**src/rtl/mac_pkg.sv**
```systemverilog
package mac_pkg;

  localparam int NUM_ACC = 2;

  typedef enum logic [1:0] {
    OP_CLR  = 2'd0,
    OP_LOAD = 2'd1,
    OP_MAC  = 2'd2,
    OP_MSC  = 2'd3
  } mac_op_e;

endpackage

```
**src/rtl/mac_rst_sync.sv**
```systemverilog
module mac_rst_sync #(
  parameter int STAGES = 2
) (
  input  logic clk,
  input  logic rst_n,
  output logic rst_sync_n
);

  logic [STAGES-1:0] chain_q;
  logic [STAGES-1:0] chain_d;

  always_comb begin
    chain_d = {chain_q[STAGES-2:0], 1'b1};
  end

  always_ff @(posedge clk or negedge rst_n) begin
    if (!rst_n) chain_q <= '0;
    else        chain_q <= chain_d;
  end

  assign rst_sync_n = chain_q[STAGES-1];

endmodule

```
**src/rtl/mac_mult.sv**
```systemverilog
module mac_mult #(
  parameter int OP_W  = 16,
  parameter int ACC_W = 40
) (
  input  logic             clk,
  input  logic             rst_n,
  input  logic [OP_W-1:0]  a_i,
  input  logic [OP_W-1:0]  b_i,
  input  logic             frac_i,
  output logic [ACC_W-1:0] prod_o
);

  // operands sign-extended past the 17-bit multiplier width
  localparam int PROD_W = 2 * (OP_W + 1);

  logic signed [PROD_W-1:0] a_wide;
  logic signed [PROD_W-1:0] b_wide;
  logic signed [PROD_W-1:0] raw;
  logic signed [ACC_W-1:0]  ext;

  always_comb begin
    a_wide = {{(PROD_W-OP_W){a_i[OP_W-1]}}, a_i};
    b_wide = {{(PROD_W-OP_W){b_i[OP_W-1]}}, b_i};
    raw    = a_wide * b_wide;
    ext    = {{(ACC_W-PROD_W){raw[PROD_W-1]}}, raw};
    prod_o = frac_i ? (ext <<< 1) : ext;
  end

  localparam logic [OP_W-1:0]  OP_MIN   = {1'b1, {(OP_W-1){1'b0}}};
  localparam logic [ACC_W-1:0] FRAC_TOP = {{(ACC_W-2*OP_W){1'b0}}, 1'b1, {(2*OP_W-1){1'b0}}};

  AST_INT_SIGN: assert property (@(posedge clk) disable iff (!rst_n)
    (!frac_i && a_i != '0 && b_i != '0) |-> (prod_o[ACC_W-1] == (a_i[OP_W-1] ^ b_i[OP_W-1])));

  AST_FRAC_MINUS_ONE: assert property (@(posedge clk) disable iff (!rst_n)
    (frac_i && a_i == OP_MIN && b_i == OP_MIN) |-> (prod_o == FRAC_TOP));

endmodule

```
**src/rtl/mac_acc_update.sv**
```systemverilog
module mac_acc_update
  import mac_pkg::*;
#(
  parameter int ACC_W   = 40,
  parameter int GUARD_W = 8
) (
  input  mac_op_e          op_i,
  input  logic             sat_i,
  input  logic [ACC_W-1:0] acc_i,
  input  logic [ACC_W-1:0] prod_i,
  output logic [ACC_W-1:0] acc_nxt_o,
  output logic             hit32_o,
  output logic             hit40_o
);

  localparam int SUM_W = ACC_W + 1;
  localparam int VAL_W = ACC_W - GUARD_W;
  localparam int TOP_W = SUM_W - VAL_W + 1;
  localparam logic [ACC_W-1:0] POS_MAX = {{(GUARD_W+1){1'b0}}, {(VAL_W-1){1'b1}}};
  localparam logic [ACC_W-1:0] NEG_MIN = {{(GUARD_W+1){1'b1}}, {(VAL_W-1){1'b0}}};

  logic [SUM_W-1:0] acc_x;
  logic [SUM_W-1:0] prod_x;
  logic [SUM_W-1:0] sum;
  logic [TOP_W-1:0] top_bits;

  always_comb begin
    acc_x  = {acc_i[ACC_W-1], acc_i};
    prod_x = {prod_i[ACC_W-1], prod_i};
    unique case (op_i)
      OP_CLR:  sum = '0;
      OP_LOAD: sum = prod_x;
      OP_MAC:  sum = acc_x + prod_x;
      OP_MSC:  sum = acc_x - prod_x;
      default: sum = '0;
    endcase
    top_bits = sum[SUM_W-1:VAL_W-1];
    hit40_o  = sum[SUM_W-1] ^ sum[SUM_W-2];
    hit32_o  = (top_bits != {TOP_W{1'b0}}) && (top_bits != {TOP_W{1'b1}});
    if (sat_i && hit32_o) acc_nxt_o = sum[SUM_W-1] ? NEG_MIN : POS_MAX;
    else                  acc_nxt_o = sum[ACC_W-1:0];
  end

endmodule

```
**src/rtl/mac_acc_bank.sv**
```systemverilog
module mac_acc_bank
  import mac_pkg::*;
#(
  parameter int ACC_W   = 40,
  parameter int GUARD_W = 8
) (
  input  logic             clk,
  input  logic             rst_n,
  input  logic             hit_i,
  input  mac_op_e          op_i,
  input  logic             sat_i,
  input  logic [ACC_W-1:0] acc_nxt_i,
  input  logic             hit32_i,
  input  logic             hit40_i,
  output logic [ACC_W-1:0] acc_o,
  output logic             ovf32_o,
  output logic             ovf40_o
);

  localparam int VAL_W = ACC_W - GUARD_W;
  localparam int TOP_W = GUARD_W + 1;

  logic [ACC_W-1:0] acc_q, acc_d;
  logic             ovf32_q, ovf32_d;
  logic             ovf40_q, ovf40_d;
  logic             clr_cmd;

  always_comb begin
    clr_cmd = hit_i && (op_i == OP_CLR);
    acc_d   = acc_nxt_i;
    ovf32_d = clr_cmd ? 1'b0 : (ovf32_q | hit32_i);
    ovf40_d = clr_cmd ? 1'b0 : (ovf40_q | hit40_i);
  end

  always_ff @(posedge clk or negedge rst_n) begin
    if (!rst_n) begin
      acc_q   <= '0;
      ovf32_q <= 1'b0;
      ovf40_q <= 1'b0;
    end else if (hit_i) begin
      acc_q   <= acc_d;
      ovf32_q <= ovf32_d;
      ovf40_q <= ovf40_d;
    end
  end

  assign acc_o   = acc_q;
  assign ovf32_o = ovf32_q;
  assign ovf40_o = ovf40_q;

  AST_CLEAR_ZERO: assert property (@(posedge clk) disable iff (!rst_n)
    (hit_i && op_i == OP_CLR) |=> (acc_q == '0 && !ovf32_q && !ovf40_q));

  AST_IDLE_HOLD: assert property (@(posedge clk) disable iff (!rst_n)
    (!hit_i) |=> ($stable(acc_q) && $stable(ovf32_q) && $stable(ovf40_q)));

  AST_STICKY32: assert property (@(posedge clk) disable iff (!rst_n)
    (ovf32_q && !(hit_i && op_i == OP_CLR)) |=> ovf32_q);

  AST_STICKY40: assert property (@(posedge clk) disable iff (!rst_n)
    (ovf40_q && !(hit_i && op_i == OP_CLR)) |=> ovf40_q);

  AST_SAT_RANGE: assert property (@(posedge clk) disable iff (!rst_n)
    (hit_i && sat_i) |=> ((acc_q[ACC_W-1:VAL_W-1] == {TOP_W{1'b0}}) ||
                          (acc_q[ACC_W-1:VAL_W-1] == {TOP_W{1'b1}})));

endmodule

```
**src/rtl/mac_dual_acc.sv**
```systemverilog
module mac_dual_acc
  import mac_pkg::*;
#(
  parameter int OP_W    = 16,
  parameter int ACC_W   = 40,
  parameter int GUARD_W = 8,
  parameter int SEL_W   = 1
) (
  input  logic               clk,
  input  logic               rst_n,
  input  logic               cmd_valid,
  input  logic [1:0]         cmd_op,
  input  logic [SEL_W-1:0]   cmd_sel,
  input  logic               cmd_frac,
  input  logic               cmd_sat,
  input  logic [OP_W-1:0]    opnd_a,
  input  logic [OP_W-1:0]    opnd_b,
  output logic [ACC_W-1:0]   acc0_o,
  output logic [ACC_W-1:0]   acc1_o,
  output logic [NUM_ACC-1:0] ovf32_o,
  output logic [NUM_ACC-1:0] ovf40_o
);

  logic             rst_sync_n;
  logic [ACC_W-1:0] prod;
  mac_op_e          op;
  logic [ACC_W-1:0] acc_q   [NUM_ACC];
  logic [ACC_W-1:0] acc_nxt [NUM_ACC];
  logic [NUM_ACC-1:0] hit, hit32, hit40;

  assign op = mac_op_e'(cmd_op);

  mac_rst_sync #(.STAGES(2)) u_rst_sync (
    .clk        (clk),
    .rst_n      (rst_n),
    .rst_sync_n (rst_sync_n)
  );

  mac_mult #(.OP_W(OP_W), .ACC_W(ACC_W)) u_mult (
    .clk    (clk),
    .rst_n  (rst_sync_n),
    .a_i    (opnd_a),
    .b_i    (opnd_b),
    .frac_i (cmd_frac),
    .prod_o (prod)
  );

  for (genvar g = 0; g < NUM_ACC; g++) begin : g_acc
    assign hit[g] = cmd_valid && (cmd_sel == SEL_W'(g));

    mac_acc_update #(.ACC_W(ACC_W), .GUARD_W(GUARD_W)) u_update (
      .op_i      (op),
      .sat_i     (cmd_sat),
      .acc_i     (acc_q[g]),
      .prod_i    (prod),
      .acc_nxt_o (acc_nxt[g]),
      .hit32_o   (hit32[g]),
      .hit40_o   (hit40[g])
    );

    mac_acc_bank #(.ACC_W(ACC_W), .GUARD_W(GUARD_W)) u_bank (
      .clk       (clk),
      .rst_n     (rst_sync_n),
      .hit_i     (hit[g]),
      .op_i      (op),
      .sat_i     (cmd_sat),
      .acc_nxt_i (acc_nxt[g]),
      .hit32_i   (hit32[g]),
      .hit40_i   (hit40[g]),
      .acc_o     (acc_q[g]),
      .ovf32_o   (ovf32_o[g]),
      .ovf40_o   (ovf40_o[g])
    );
  end

  assign acc0_o = acc_q[0];
  assign acc1_o = acc_q[1];

  AST_ONE_TARGET: assert property (@(posedge clk) disable iff (!rst_sync_n)
    $onehot0(hit));

endmodule

```
**config.mk**
```make
export PLATFORM = sky130hd
export DESIGN_NAME = mac_dual_acc
export DESIGN_NICKNAME = d
export VERILOG_FILES = /design/src/rtl/mac_pkg.sv /design/src/rtl/mac_rst_sync.sv /design/src/rtl/mac_mult.sv /design/src/rtl/mac_acc_update.sv /design/src/rtl/mac_acc_bank.sv /design/src/rtl/mac_dual_acc.sv
export SDC_FILE = /design/constraint.sdc
export NUM_CORES = 1
export LEC_CHECK = 0
export BUFFER_PORTS_ARGS = -buffer_cell sky130_fd_sc_hd__buf_2
export CORE_ASPECT_RATIO = 1.25
export CORE_MARGIN = 3
export CORE_UTILIZATION = 25
export CTS_BUF_LIST = sky130_fd_sc_hd__clkbuf_8
export DETAILED_ROUTE_END_ITERATION = 8
export GPL_ROUTABILITY_DRIVEN = 0
export PLACE_DENSITY_LB_ADDON = 0.05
export RECOVER_POWER = 50
export SYNTH_ARGS = -nofsm -noshare
export SYNTH_HDL_FRONTEND = slang
export SYNTH_SLANG_ARGS = --single-unit
```
**constraint.sdc**
```tcl
create_clock -name clk -period 2.7 [get_ports clk]
set_input_delay 0.405 -clock clk [delete_from_list [all_inputs] [get_ports clk]]
set_output_delay 0.405 -clock clk [all_outputs]
set_load 0.05 [all_outputs]
```
* Word level (Yosys, flattened, before mapping)
Index checks and enable logic that the tools add are counted.
** Cells by class
- Add/sub/neg operators :: 4
- $mul :: 1
- Eq/ne operators :: 5
- Mux-type cells :: 11
- Bitwise gates (word level) :: 7
- Reductions and logical operators :: 11
** Operators by type and width (count)
- one-hot mux 41 bit (4 select lines) :: 2
- two-way mux 40 bit :: 4
- adder 40 x 33 -> 41 bit :: 2
- subtractor 40 x 33 -> 41 bit :: 2
- multiplier 16 x 16 -> 32 bit :: 1
- two-way mux 32 bit :: 1
- inequality test 10 bit (second input constant) :: 2
- nonzero test 10 bit :: 2
- logical AND 1 bit :: 8
- equality test 2 bit (second input constant) :: 2
- two-way mux 1 bit :: 4
- bitwise OR 1 bit :: 4
- equality test 2 x 1 -> 1 bit (second input constant) :: 1
- zero test 2 bit :: 1
- XOR 1 bit :: 2
- inverter 1 bit :: 1
** Storage, ports and cells
- Flip-flop bits (word level) :: 86
- Input bits :: 40
- Output and inout bits :: 84
- Logic and storage cells :: 46

* Logic depth before layout (Yosys ltp)
Gate-level depths: netlist of run 1.
- Depth in word-level cells :: 8
- Mapped depth :: 51
- Mapped depth without buffers :: 48

* Modules after synthesis
A second synthesis of run 1 with hierarchy kept.
** Second synthesis, totals
- Cell total of the unflattened synthesis :: 2671
- Area total of the unflattened synthesis :: 23144.7 µm²
** By module, submodules not included
- mac_mult :: instances 1, cells each 1172, area an instance 10475.0 µm², seq. area each 0.0 µm²
- mac_acc_update :: instances 2, cells each 655, area an instance 4538.1 µm², seq. area each 0.0 µm²
- mac_acc_bank :: instances 2, cells each 92, area an instance 1761.7 µm², seq. area each 1051.0 µm²
- mac_rst_sync :: instances 1, cells each 3, area an instance 53.8 µm², seq. area each 50.0 µm²
- mac_dual_acc :: instances 1, cells each 2, area an instance 16.3 µm², seq. area each 0.0 µm²

* Least setup slack after synthesis of run 1
Ideal clock, no wire load.
- Path type :: input-to-reg
- From :: input port opnd_a[10]
- To :: register g_acc[1].u_bank.acc_q[16]
- Library setup time :: 0.121 ns
- Arrival time :: 11.179 ns
- Required time :: 2.579 ns
- Slack :: -8.600 ns
- Cell stages on the path :: 46
- Path buffers :: 3
- Cells stage by stage :: clkbuf_1 nand2_1 fa_1 fa_1 fa_1 fa_1 inv_1 fa_1 fa_1 ha_1 buf_2 a21oi_1 a21boi_1 xor2_1 and4_1 nand2_1 nor3_1 nand2_1 (+10 left out) maj3_1 maj3_1 a21oi_2 o31ai_1 a221o_1 a31o_2 a21oi_1 xnor2_1 a21oi_1 ha_1 inv_1 a2111oi_0 nand4b_1 a2111oi_2 a211oi_2 clkbuf_1 a311o_1 a22o_1
** On the way
- Longest elaborated chain between the ends :: 8
- Elaborated cells between the ends (all ways) :: 11
- Classes of those cells :: add/sub: 2; mul: 1; eq/ne: 1; mux: 4; reduce/logical: 3
** Ends and longest elaborated chain
- start: declaration :: line mac_dual_acc.sv:16 : input logic [OP_W-1:0] opnd_a,
- multiplier 16 x 16 -> 32 bit (*) :: line mac_mult.sv:24 : raw = a_wide * b_wide;
- two-way mux 32 bit :: line mac_mult.sv:26 : prod_o = frac_i ? (ext <<< 1) : ext;
- subtractor 40 x 33 -> 41 bit or adder 40 x 33 -> 41 bit (tied branches) :: line mac_acc_update.sv:34, mac_acc_update.sv:33
- one-hot mux 41 bit (4 select lines) (*) :: line mac_acc_update.sv:30 : unique case (op_i)
- inequality test 10 bit or nonzero test 10 bit (tied branches) :: line mac_acc_update.sv:39 : hit32_o = (top_bits != {TOP_W{1'b0}}) && (top_bits != {TOP_W{1'b1}});
- logical AND 1 bit :: line mac_acc_update.sv:39
- logical AND 1 bit :: line mac_acc_update.sv:40 : if (sat_i && hit32_o) acc_nxt_o = sum[SUM_W-1] ? NEG_MIN : POS_MAX;
- two-way mux 40 bit (*) :: line mac_acc_update.sv:40
- end signal: assignment :: line mac_acc_bank.sv:37 : acc_q <= '0;
- end signal: assignment :: line mac_acc_bank.sv:41 : acc_q <= acc_d;
- end: declaration :: line mac_acc_bank.sv:23 : logic [ACC_W-1:0] acc_q, acc_d;
Every way passes the cells marked *; elsewhere a longest branch is shown, timed or not.
A chain may end at the register's enable or synchronous reset.

* Final worst setup path of run 1
- From :: input port opnd_b[6]
- To :: register g_acc[1].u_bank.acc_q[30]
** On the way
- Longest elaborated chain between the ends :: 8
- Elaborated cells between the ends (all ways) :: 11
- Classes of those cells :: add/sub: 2; mul: 1; eq/ne: 1; mux: 4; reduce/logical: 3
** Ends and longest elaborated chain
- start: declaration :: line mac_dual_acc.sv:17 : input logic [OP_W-1:0] opnd_b,
- multiplier 16 x 16 -> 32 bit (*) :: line mac_mult.sv:24
- two-way mux 32 bit :: line mac_mult.sv:26
- subtractor 40 x 33 -> 41 bit or adder 40 x 33 -> 41 bit (tied branches) :: line mac_acc_update.sv:34, mac_acc_update.sv:33
- one-hot mux 41 bit (4 select lines) (*) :: line mac_acc_update.sv:30
- inequality test 10 bit or nonzero test 10 bit (tied branches) :: line mac_acc_update.sv:39
- logical AND 1 bit :: line mac_acc_update.sv:39
- logical AND 1 bit :: line mac_acc_update.sv:40
- two-way mux 40 bit (*) :: line mac_acc_update.sv:40
Marked as above.

==> results of run 1 <==
[cells by family after synthesis]
logic type	count (synthesis)
and+or+nand+nor	791
AOI/OAI and AO/OA	677
buffers and inverters	455
adders and majority gates	428
xor gates and xnor gates	120
DFF	86
muxes	20
other	1
[cell usage in the layout (no fill, tap or decap), types with 27 or more instances in the layout]
| cell | count |
|---|---|
| a21o_1 | 43 |
| a21oi_1 | 100 |
| a21oi_2 | 32 |
| a22o_1 | 62 |
| and2_1 | 118 |
| buf_12 | 33 |
| buf_2 | 101 |
| buf_4 | 851 |
| buf_6 | 51 |
| dfrtp_1 | 86 |
| fa_1 | 251 |
| ha_1 | 111 |
| ha_4 | 27 |
| inv_1 | 302 |
| nand2_1 | 229 |
| nand2b_1 | 31 |
| nand3_1 | 34 |
| nor2_1 | 121 |
| nor3_1 | 28 |
| o211ai_1 | 29 |
| o21ai_0 | 63 |
| xnor2_1 | 80 |
[routing by layer]
metal / vias to the layer above / share of wire / GRT usage
li1: 10800 / - / -
met1: 11200 / 0.44 / 0.250
met2: 355 / 0.51 / 0.350
met3: 97 / 0.026 / 0.0176
met4: 0 / 0.028 / 0.0556
met5: - / 0 / 0
[worst max-delay path, delay by kind of cell]
family | cells | cell delay, ns
xor+xnor | 2 | 0.24
simple gates | 7 | 1.35
compound gates | 17 | 3.46
buf+inv | 11 | 1.05
fa+ha+maj | 11 | 4.50
[state kept, by name (all words and copies together), names as in the netlist]
| signal | cells |
|---|---|
| g_acc.u_bank.ovf40_o | 2 |
| u_rst_sync.chain_q | 2 |
| g_acc.u_bank.acc_o | 80 |
| g_acc.u_bank.ovf32_o | 2 |
[through the flow]
step	cell area, um2	utilization
CTS	31300	0.370
floorplan	22100	-
global placement	29800	0.352
global route	32900	0.388
finish	32900	0.388
detailed placement	29800	0.352
[final cells by class]
cell class | count | area (um2) | share of cell area
antenna | 1 | 2.50 | 0.0000760
clock buffer | 9 | 124 | 0.00376
clock inverter | 7 | 66.3 | 0.00202
inverter | 325 | 1220 | 0.0371
multi-input combinational | 2037 | 19500 | 0.594
sequential | 86 | 2150 | 0.0654
tap | 1089 | 1360 | 0.0414
timing repair buffer | 1055 | 8440 | 0.256
[what timing repair did]
action / in CTS / in global routing
setup endpoints to repair: 84 / 84
resized for setup: 154 / 267
hold buffers: 1 / 0
pin swaps: 67 / 167
hold endpoints to repair: 2 / 0
cloned: 4 / 6
setup buffers: 61 / 58
[worst paths after layout]
path | startpoint | end | slack (ns) | cells past startpoint
worst min-delay path | u_rst_sync.chain_q[1] | g_acc[0].u_bank.acc_o[10] | 0.26 | 0
min in group clk | u_rst_sync.chain_q[0] | u_rst_sync.chain_q[1] | 0.37 | 0
worst min register to register | u_rst_sync.chain_q[1] | g_acc[0].u_bank.acc_o[10] | 0.26 | 0
worst max-delay path | opnd_b[6] | g_acc[1].u_bank.acc_o[30] | -7.99 | 48
worst max register to register | g_acc[1].u_bank.acc_o[1] | g_acc[1].u_bank.acc_o[30] | -3.80 | 29
max in group asynchronous | u_rst_sync.chain_q[1] | g_acc[0].u_bank.acc_o[32] | 0.58 | 1
==> flow_summary_export.csv, run 1 <==
group,metric,value,unit
status,outcome,"finished with violations",
status,violations,"negative setup slack",
setup_path,slowest_delay,0.57,ns
setup_path,worst_ep_required_time,3.04,ns
logic_synthesis,synth_top_family_by_area,"adder cells",
global_route,antenna_found_initial,2,
routing,antenna_left,0,
cells_and_area,instances_no_fill,4609,
cells_and_area,final_nets,3961,
logic_synthesis,post-synth-top-area-cell,"fa_1",
place,placed_cells,4479,
die,num_io_pins,124,
logic_synthesis,synth_cells,2578,
global_route,grt_use_total,0.196,
clock_tree,cts_root_buffer,"clkbuf_8",
sta,fin_crit,10.69,ns
logic_synthesis,synthArstFlopShare,1.00,
sta,layout_setup_ws,-7.99,ns
logic_synthesis,synth-xor-area-share,0.0509,
global_route,grt_pass1_vias,23800,
logic_synthesis,yosysUniqueCellTypes,101,
place,pre_cts_slack,-9.15,ns
sta,setup_viol,84,
clock_tree,clk_latency,0.45,ns
setup_path,end_kind,"register",
routing,avgViaCountPerCell,4.88,
logic_synthesis,synth_area,0.0215,mm2
die,die_height,334,um
logic_synthesis,synthFlopType,"dfrtp_1",
die,rows,119,
logic_synthesis,synthMuxAreaShare,0.00960,
die,coreArea,0.0847,mm2
global_route,grt_overflow,0,
clock_tree,cts_max_path_buffers,2,
sta,max_freq,93.5,MHz
routing,finalWirelength,89.8,mm
sta,slew_headroom,0.0288,
logic_synthesis,synth_fp_nets,3025,
logic_synthesis,synth_top_area_share,0.246,
cells_and_area,area_growth_syn_to_layout,53.0,%
die,start_util,0.254,
clock_tree,path_clk_slew,0.11,ns
die,fp.dieW,268,um
sta,setup_tns,-643.93,ns
clock_tree,h-tree-depth,3,
clock_tree,cts_buffers,9,
logic_synthesis,synth_edf_count,0,
logic_synthesis,ys_warn_count,0,
setup_path,cp-start-kind,"input port",
routing,drtPass1Iterations,5,
logic_synthesis,synth_area_per_cell,8.34,um2
routing,first_iter_violations,902,
sta,period_share,3.96,
place,dpl.hpwl,71.8,mm
global_route,grt_pass1_wl,137,mm
setup_path,cpMostUsedCell,"fa_1",
sta,maxSlewViolCount,0,
sta,tightest_slew,1.46,ns
die,die_area,0.0896,mm2
clock_tree,tritoncts,"done",
logic_synthesis,yosys-top-cells-area,"fa_1, dfrtp_1, ha_1",
global_route,grt_max_degree,51,
clock_tree,clock-sinks,86,
sta,rsz0062_at_grt,"yes",
logic_synthesis,ys_top_cells_by_count,"inv_1, fa_1, nand2_1",
setup_path,worstPathArrival,11.03,ns
cells_and_area,n_fill_cell,8712,
logic_synthesis,ys_seq_area_frac,0.100,
sta,final-hold-violation-count,0,
sta,fin_skew,0.0148,ns
logic_synthesis,synthAdderAreaFrac,0.339,
setup_path,cp_slowest_cell,"fa_1",
logic_synthesis,synth-simple-area-share,0.187,
routing,vias,22500,
routing,wl_per_cell,19.5,um
logic_synthesis,post-synth-top-count-cell,"inv_1",
setup_path,path_class,"input port to register",
cells_and_area,layout-drive-gt1-share,0.407,
setup_path,crit_fanout,9,
place,port_buffers,123,
min_path,hp-class,"register to asynchronous set/reset pin",
logic_synthesis,yosys_register_bits,86,
job,max_cap_violations,0,
logic_synthesis,synth_compound_area_frac,0.230,
sta,fin_hold_ws,0.265,ns
routing,drc_errors,0,
Power of run 1 is not shown: default switching activity piles up to over one toggle a cycle in this logic, so the estimate is an artifact.
==> inputs of run 2 (changes only) <==
--- a/config.mk
+++ b/config.mk
@@ -12,8 +12,8 @@
 export CTS_BUF_LIST = sky130_fd_sc_hd__clkbuf_8
 export DETAILED_ROUTE_END_ITERATION = 8
 export GPL_ROUTABILITY_DRIVEN = 0
-export PLACE_DENSITY_LB_ADDON = 0.05
 export RECOVER_POWER = 50
+export SLEW_MARGIN = 20
 export SYNTH_ARGS = -nofsm -noshare
 export SYNTH_HDL_FRONTEND = slang
 export SYNTH_SLANG_ARGS = --single-unit
==> run 2 against run 1 <==
  * The flow finishes with violations (max-capacitance violations, max-slew violations, negative setup slack)
  * First-iteration DRC count grew 71%
  * Critical path depth is 2 lower
  * Critical endpoint is now g_acc[1].u_bank.acc_o[0]
  * Design area shrank 4.5%
  * Hold slack gained 0.023 ns
  * Non-clock buffer count fell by 76
  * Routed wire length fell by 9.2%
  * Critical path type unchanged
==> flow_summary_export.csv, run 2 (synthesis results as in run 1) <==
group,metric,value,unit
die,start_util,0.254,
global_route,grt_use_total,0.180,
setup_path,ff2ff_setup_slack,-3.93,ns
setup_path,crit-reg2reg-launch,"g_acc[1].u_bank.acc_o[1]",
global_route,grt_pass1_wl,129,mm
clock_tree,clk_latency,0.42,ns
setup_path,slowest_delay,0.58,ns
sta,maxSlewViolCount,45,
setup_path,cp_top_family,"adder cells",
routing,drtPass1Iterations,6,
place,dpl.hpwl,64.9,mm
global_route,grt_pass1_vias,23400,
status,violations,"max-capacitance violations, max-slew violations, negative setup slack",
place,port_buffers,123,
clock_tree,cts_buffers,9,
setup_path,crit_fanout,8,
setup_path,end_kind,"register",
die,rows,119,
routing,first_iter_violations,1546,
global_route,grt_overflow,0,
routing,wl_per_cell,18.0,um
cells_and_area,area_growth_syn_to_layout,46.2,%
global_route,antenna_found_initial,3,
job,max_cap_violations,1,
cells_and_area,largest_register_ffs,80,
routing,finalWirelength,81.5,mm
die,die_height,334,um
setup_path,rr_endpoint,"g_acc[1].u_bank.acc_o[0]",
die,num_io_pins,124,
global_route,grt_max_degree,51,
setup_path,worstPathArrival,11.23,ns
die,die_area,0.0896,mm2
setup_path,cp-endpoint,"g_acc[1].u_bank.acc_o[0]",
cells_and_area,final_nets,3885,
cells_and_area,final_common_cell,"buf_4",
clock_tree,cts_max_path_buffers,2,
sta,max_freq,91.6,MHz
setup_path,crit_cells,46,
sta,final-hold-violation-count,0,
die,coreArea,0.0847,mm2
routing,avgViaCountPerCell,5.01,
clock_tree,clock-sinks,86,
cells_and_area,final_cell_mix,"buf_4, inv_1, fa_1, nand2_1, nor2_1",
sta,setup_viol,84,
routing,drc_errors,0,
cells_and_area,layout-drive-gt1-share,0.369,
clock_tree,path_clk_slew,0.11,ns
sta,tightest_slew,2.07,ns
min_path,hp-class,"input port to asynchronous set/reset pin",
setup_path,cp_slowest_cell,"fa_1",
setup_path,r2r_cells,27,
setup_path,crit_path_start,"opnd_a[8]",
die,fp.dieW,268,um
sta,fin_skew,0.0133,ns
sta,setup_tns,-665.08,ns
routing,antenna_left,0,
clock_tree,cts_root_buffer,"clkbuf_8",
sta,layout_setup_ws,-8.21,ns
status,outcome,"finished with violations",
setup_path,path_buf_inv,8,
setup_path,cp-start-kind,"input port",
setup_path,worst_ep_required_time,3.01,ns
clock_tree,tritoncts,"done",
routing,vias,22700,
setup_path,path_class,"input port to register",
sta,slew_headroom,-0.379,
setup_path,cpMostUsedCell,"fa_1",
sta,fin_crit,10.91,ns
clock_tree,h-tree-depth,3,
sta,rsz0062_at_grt,"yes",
sta,period_share,4.04,
==> run 2: area by class of cell <==
cell class,instances,area [um2]
Clock inverter,7,55.1
Tap cell,1089,1360
Timing Repair Buffer,979,7690
Sequential cell,86,2150
Clock buffer,9,124
Fill cell,8575,53300
Inverter,325,1220
Antenna cell,2,5.00
Multi-Input combinational cell,2037,18800
==> run 2: worst min-delay path by stage <==
stage	startpoint	to	slack (ns)	cells past startpoint
final	rst_n	u_rst_sync.chain_q[1]	0.29	2
after global routing	rst_n	u_rst_sync.chain_q[1]	0.28	2
after CTS	rst_n	u_rst_sync.chain_q[1]	0.25	2
after detailed placement	rst_n	u_rst_sync.chain_q[0]	0.20	1
after global placement	rst_n	u_rst_sync.chain_q[0]	0.20	1
after floorplan	rst_n	u_rst_sync.chain_q[0]	0.11	0
==> run 2: per-stage QoR <==
stage / hold WS [ns] / utilization / area (um2) / setup WS (ns) / cells
after CTS: 0.247 / 0.367 / 31100 / -8.11 / 4521
after global routing: 0.279 / 0.371 / 31400 / -8.56 / 4534
final: 0.287 / 0.371 / 31400 / -8.21 / 4534
after floorplan: 0.109 / - / 22100 / -7.89 / 2578
after detailed placement: 0.196 / 0.346 / 29300 / -8.73 / 4437
after global placement: 0.197 / 0.346 / 29300 / -8.71 / 4437
==> run 2: routing by layer <==
metal  part of all wire  global-route usage  vias to the layer above
li1                   -                   -                    10700
met1               0.43               0.233                    11200
met2               0.49               0.317                      647
met3              0.041              0.0138                      120
met4              0.037              0.0600                        0
met5                  0                   0                        -
==> run 2: repair_timing <==
action                                 4_1_cts  5_1_grt
endpoints found under the hold margin        2        0
gates cloned                                10        1
resized for setup                          201       84
setup buffers                               57       13
setup endpoints to repair                   84       84
pin swaps                                   78       56
hold buffers                                 1        0
Power of run 2 is left out for the same reason.
